File: config.mk
export PLATFORM = sky130hd
export DESIGN_NAME = atomic_seq
export DESIGN_NICKNAME = d
export VERILOG_FILES = /design/src/rtl/atomic_pkg.sv /design/src/rtl/atomic_trap_decode.sv /design/src/rtl/atomic_lane.sv /design/src/rtl/atomic_seq.sv
export SDC_FILE = /design/constraint.sdc
export NUM_CORES = 1
export LEC_CHECK = 0
export ABC_AREA = 1
export CORE_ASPECT_RATIO = 1.75
export CORE_MARGIN = 4
export CORE_UTILIZATION = 35
export CTS_CLUSTER_SIZE = 25
export DETAILED_ROUTE_END_ITERATION = 7
export GPL_TIMING_DRIVEN = 0
export PLACE_DENSITY = 0.68
export SYNTH_ARGS = -nofsm -noshare
export SYNTH_HDL_FRONTEND = slang
export SYNTH_SLANG_ARGS = --single-unit
export TNS_END_PERCENT = 100
File: constraint.sdc
create_clock -name clk -period 1.5 [get_ports clk]
set_input_delay 0.45 -clock clk [delete_from_list [all_inputs] [get_ports clk]]
set_output_delay 0.45 -clock clk [all_outputs]
set_load 0.02 [all_outputs]
File: src/rtl/atomic_pkg.sv
package atomic_pkg;
  typedef enum logic [1:0] {
    TRAP_NONE   = 2'd0,
    TRAP_PRIV   = 2'd1,
    TRAP_ALIGN  = 2'd2,
    TRAP_ACCESS = 2'd3
  } trap_e;

  typedef enum logic {
    OP_LOCKBYTE = 1'b0,
    OP_XCHG     = 1'b1
  } op_e;

  typedef enum logic [2:0] {
    ST_IDLE,
    ST_GRANT,
    ST_READ,
    ST_WRITE,
    ST_RELEASE,
    ST_DONE
  } seq_state_e;
endpackage

File: src/rtl/atomic_trap_decode.sv
module atomic_trap_decode
  import atomic_pkg::*;
#(
  parameter int OFF_W = 2
) (
  input  logic             alt,
  input  logic             priv,
  input  logic             op,
  input  logic [OFF_W-1:0] offset,
  output trap_e            trap
);
  // privilege outranks alignment
  always_comb begin
    if (alt && !priv)
      trap = TRAP_PRIV;
    else if (op == OP_XCHG && offset != '0)
      trap = TRAP_ALIGN;
    else
      trap = TRAP_NONE;
  end
endmodule

File: src/rtl/atomic_lane.sv
module atomic_lane
  import atomic_pkg::*;
#(
  parameter int DATA_W = 32,
  localparam int LANES = DATA_W / 8,
  localparam int OFF_W = $clog2(LANES)
) (
  input  logic              op,
  input  logic [OFF_W-1:0]  offset,
  input  logic [DATA_W-1:0] reg_val,
  input  logic [DATA_W-1:0] rd_word,
  output logic [LANES-1:0]  be,
  output logic [DATA_W-1:0] wdata,
  output logic [DATA_W-1:0] result
);
  // big-endian: offset 0 is the most significant lane
  logic [OFF_W-1:0] lane_idx;
  assign lane_idx = OFF_W'(LANES - 1) - offset;

  always_comb begin
    be     = '0;
    result = '0;
    if (op == OP_XCHG) begin
      be     = '1;
      wdata  = reg_val;
      result = rd_word;
    end else begin
      wdata = '1;
      for (int i = 0; i < LANES; i++) begin
        if (lane_idx == OFF_W'(i)) begin
          be[i]       = 1'b1;
          result[7:0] = rd_word[8*i +: 8];
        end
      end
    end
  end
endmodule

File: src/rtl/atomic_seq.sv
module atomic_seq
  import atomic_pkg::*;
#(
  parameter int ADDR_W = 32,
  parameter int DATA_W = 32,
  localparam int LANES = DATA_W / 8,
  localparam int OFF_W = $clog2(LANES)
) (
  input  logic              clk,
  input  logic              rst,
  input  logic              req_valid,
  input  logic              req_op,
  input  logic              req_alt,
  input  logic [ADDR_W-1:0] req_addr,
  input  logic [DATA_W-1:0] req_data,
  input  logic              supervisor,
  output logic              busy,
  output logic              rsp_valid,
  output logic              rsp_wr,
  output logic [1:0]        rsp_trap,
  output logic [DATA_W-1:0] rsp_data,
  output logic              mem_req,
  input  logic              mem_gnt,
  output logic              mem_lock,
  output logic              mem_rd,
  output logic              mem_wr,
  output logic              mem_alt,
  output logic [ADDR_W-1:0] mem_addr,
  output logic [LANES-1:0]  mem_be,
  output logic [DATA_W-1:0] mem_wdata,
  input  logic              mem_ack,
  input  logic [DATA_W-1:0] mem_rdata,
  input  logic              mem_err
);
  seq_state_e        state;
  logic              cap_op;
  logic              cap_alt;
  logic [ADDR_W-1:0] cap_addr;
  logic [DATA_W-1:0] cap_data;
  logic [DATA_W-1:0] old_q;
  logic              err_q;
  trap_e             trap_c;
  logic [DATA_W-1:0] lane_res;

  atomic_trap_decode #(.OFF_W(OFF_W)) u_trap (
    .alt    (req_alt),
    .priv   (supervisor),
    .op     (req_op),
    .offset (req_addr[OFF_W-1:0]),
    .trap   (trap_c)
  );

  atomic_lane #(.DATA_W(DATA_W)) u_lane (
    .op      (cap_op),
    .offset  (cap_addr[OFF_W-1:0]),
    .reg_val (cap_data),
    .rd_word (mem_rdata),
    .be      (mem_be),
    .wdata   (mem_wdata),
    .result  (lane_res)
  );

  assign mem_addr = cap_addr;
  assign mem_alt  = cap_alt;

  always_ff @(posedge clk) begin
    if (rst) begin
      state     <= ST_IDLE;
      busy      <= 1'b0;
      rsp_valid <= 1'b0;
      rsp_wr    <= 1'b0;
      rsp_trap  <= TRAP_NONE;
      rsp_data  <= '0;
      mem_req   <= 1'b0;
      mem_lock  <= 1'b0;
      mem_rd    <= 1'b0;
      mem_wr    <= 1'b0;
      cap_op    <= 1'b0;
      cap_alt   <= 1'b0;
      cap_addr  <= '0;
      cap_data  <= '0;
      old_q     <= '0;
      err_q     <= 1'b0;
    end else begin
      unique case (state)
        ST_IDLE: begin
          if (req_valid) begin
            cap_op   <= req_op;
            cap_alt  <= req_alt;
            cap_addr <= req_addr;
            cap_data <= req_data;
            busy     <= 1'b1;
            if (trap_c != TRAP_NONE) begin
              rsp_valid <= 1'b1;
              rsp_trap  <= trap_c;
              rsp_wr    <= 1'b0;
              rsp_data  <= '0;
              state     <= ST_DONE;
            end else begin
              mem_req <= 1'b1;
              state   <= ST_GRANT;
            end
          end
        end
        ST_GRANT: begin
          if (mem_gnt) begin
            mem_lock <= 1'b1;
            mem_rd   <= 1'b1;
            state    <= ST_READ;
          end
        end
        ST_READ: begin
          if (mem_ack) begin
            mem_rd <= 1'b0;
            if (mem_err) begin
              err_q    <= 1'b1;
              mem_lock <= 1'b0;
              mem_req  <= 1'b0;
              state    <= ST_RELEASE;
            end else begin
              err_q  <= 1'b0;
              old_q  <= lane_res;
              mem_wr <= 1'b1;
              state  <= ST_WRITE;
            end
          end
        end
        ST_WRITE: begin
          if (mem_ack) begin
            mem_wr   <= 1'b0;
            mem_lock <= 1'b0;
            mem_req  <= 1'b0;
            state    <= ST_RELEASE;
          end
        end
        ST_RELEASE: begin
          rsp_valid <= 1'b1;
          rsp_wr    <= !err_q;
          rsp_trap  <= err_q ? TRAP_ACCESS : TRAP_NONE;
          rsp_data  <= err_q ? '0 : old_q;
          state     <= ST_DONE;
        end
        ST_DONE: begin
          rsp_valid <= 1'b0;
          rsp_wr    <= 1'b0;
          rsp_trap  <= TRAP_NONE;
          rsp_data  <= '0;
          busy      <= 1'b0;
          state     <= ST_IDLE;
        end
        default: state <= ST_IDLE;
      endcase
    end
  end
endmodule

==> results.md <==
- First-pass GRT wire length: 31.3 mm
- YS warnings: 0
- Mapped Area: 0.00577 mm²
- Synth cell count leaders: nand2_1, dfxtp_1, a21oi_1
- Most used cell, CP: buf_6
- CTS buffer count: 17
- Post-synth cell types: 25
- Die Width: 105 µm
- Clock Path Buffers: 2
- Failing checks: setup timing
- Vias/cell: slightly below 5
- Pwr dens: 1800 mW/mm²
- Cells after DPL: 1190
- Antenna Cells: 0
- Fin Hold WS: 0.451 ns
- Clock Skew: between 0.008 and 0.009 ns
- GRT Overall Usage: 21.3%
- IO Pins: 215
- Largest family of logic cells by synthesized area: simple AND/OR/NAND/NOR gates
- Yosys reg bits: 143
- Post-Synth XOR/XNOR Area: 0%
- Post-DP Area: about 0.0081 mm²
- Design Area, Final: 0.00952 mm²
- Kind of critical path: flop to output port
- # Max-Cap Violations: 0
- Required @ worst endpoint: 1.05 ns
- Fin crit share: 121%
- Proportion of synthesized area in mux cells: 0%
- Sequential area share after synthesis: approximately 50%
- Hold depth: 2
- FF-to-FF Start: state[0]
- Vias in the first global route: 5990
- FF+latch area: 0.00287 mm²
- Synth-to-Final Area Change: 65.1%
- Ys flop type: dfxtp_1
- Type of element launching the critical path: flop
- Post-Synthesis Cells: slightly below 800
- Post-synth EDFFs: 0
- Share of layout cells above drive strength 1: 31.3%
- Detailed Routing Iterations Pass 1: 5
- Yosys top cell area share: 49.6%
- Hold Startpoint: old_q[19]
- Post-Syn Nets: 894
- Initial antenna violation count: 0
- Input/output buffers: 212
- Max Slew Vio Count: 0
- Leading area contributor after synthesis: dfxtp_1
- Clock root cell: clkbuf_16
- GPL Wtd Cong: 0.905
- Post-route insts no fill: 1264
- Busiest grt layer: met2
- Worst slew margin: 49.7%
- CP Max Fanout: 10
- Post-Synth Adder-Cell Area: 0%
- Final setup TNS: -10.97 ns
- Final nets: 1167
- GR Layer Usage met3: 5.13%
- Util after Layout: around three fifths
- Crit path capture type: output port
- VDD IR max: between 1 and 1.5 mV
- Starting Density: 36.0%
- Site Rows: 61
- CTS tree: built
- Min setup slack post-route: -0.318 ns
- Residual DRC count: 0
- Crit-path max cell delay: 0.32 ns
- CP Launch Point: cap_op
- Dpl ws: -0.658 ns
- Reg2Reg Depth: 9
- Complex-gate fraction of the synthesized area: 14.0%
- Fill cells: 1469
- Simple-Gate Fraction of Synth Area: 28.2%
- Overall power: 17.2 mW
- Area occupied by multi-input gates: 0.00278 mm²
- Vias: 6245
- DR iter-0 viols: 213
- Worst-Margin Slew: ~0.75 ns
- Routed len/inst: 16.7 µm
- DP Wirelength: 15.2 mm
- Slowest-stage cell, CP: dfxtp_2
- Syn avg cell area: 7.31 µm²
- Clk_lat worst skew: 0.41 ns
- Most common cell in the netlist: nand2_1
- Largest net degree at the start of global routing: 17
- Htree depth: 4
- Grt met1 use: about 22%
- Synth top area cells: dfxtp_1, nand2_1, a21oi_1
- Gr ovfl total: 0
- Final hold viol count: 0
- CP Cell Sequence: buf_6 -> clkbuf_16 -> buf_12 -> nand2_2 -> buf_6
- Outcome: finished with violations
- WL final: around 21 mm
- Fraction of registers with async set or reset after synthesis: 0%
- Die area: 0.0187 mm²
- Hold crit path type: flop to flop
- Die Ht: 178 µm
- Max Clk Rate: 550 MHz
- Lkg Pwr: 4.11 nW
- # clock sinks: 143
- Final setup viols: 63
- RSZ-0062 raised after global routing: yes
- Core Region: roughly 0.016 mm²
- Min Tclk post-route: 1.82 ns
- Routing usage on met2: between 40% and 50%
- Antenna-violating nets left: 0
- Arr. time, crit path: 1.37 ns
- Clock transition at the registers of the reported paths: roughly 0.070 ns
## kinds of logic (layout without fill, tap and decap cells)
logic type,after synthesis,after routing
AND/OR/NAND/NOR,381,381
AO/OA/AOI/OAI,160,160
flip-flops,143,143
buffers and inverters,105,391
## report_power, final
part / internal (mW) / switching, mW
clock: 2.39 / 1.84
sequential: 4.46 / 0.273
combinational: 3.62 / 4.58
## cell usage in the layout (no fill, tap or decap), types with 3 or more instances in the layout
cell	netlist	layout
nand4_1	7	7
clkbuf_8	0	3
nand3_1	71	70
inv_2	3	4
clkbuf_1	23	15
o21ai_1	0	8
clkdlybuf4s15_2	0	24
clkbuf_2	1	6
clkinv_4	0	3
nor2_1	38	34
buf_8	0	7
inv_6	0	4
a21oi_2	0	17
buf_12	0	6
nand2_4	0	14
a21oi_1	112	94
clkbuf_16	0	19
nand2_1	252	186
nor2_4	3	6
nand2_2	2	54
inv_8	0	4
inv_1	49	44
buf_2	16	60
dfxtp_1	143	139
buf_6	6	55
clkdlybuf4s50_1	0	101
clkinvlp_4	0	4
o21ai_0	46	36
buf_4	3	26
## final timing paths
check	end	slack, ns
setup / recovery	mem_wdata[6]	-0.32
hold / removal	old_q[19]	0.45
setup reg to reg	rsp_data[8]	-0.04
hold reg to reg	old_q[19]	0.45
## final cells by class
| type | instances | area share, % |
|---|---|---|
| flip-flops and latches | 143 | 30.2 |
| inverters | 52 | 2.22 |
| clock buffers | 18 | 4.61 |
| clock inverters | 14 | 1.55 |
| repair buffers | 254 | 24.7 |
| multi-input cells | 541 | 29.2 |
| well taps | 189 | 2.48 |
| plain buffers | 53 | 5.03 |
## what timing repair did
action,in CTS,in global routing
setup endpoints to repair,197,206
cloned,3,5
hold endpoints to repair,0,0
buffers inserted,14,20
hold buffers,0,0
pin swaps,10,41
resized for setup,516,189
## critical path, delay by kind of cell, from the launching register on
kind,cells,cell delay (ns)
AND/OR/NAND/NOR,1,0.08
flip-flops,1,0.32
buffers and inverters,4,0.55
## metal layers
metal	up-vias	share of wire, %
met2	211	54
li1	3107	-
met3	41	5.7
met1	2886	36
met5	-	0
met4	0	3.7
## sequential cells by signal (all words and copies together), names as in the netlist, 2 cells and up
name,count
rsp_data,32
mem_addr,32
old_q,32
rsp_trap,2
cap_data,32
state,3
Note: power is estimated with default switching activity, not from simulation.
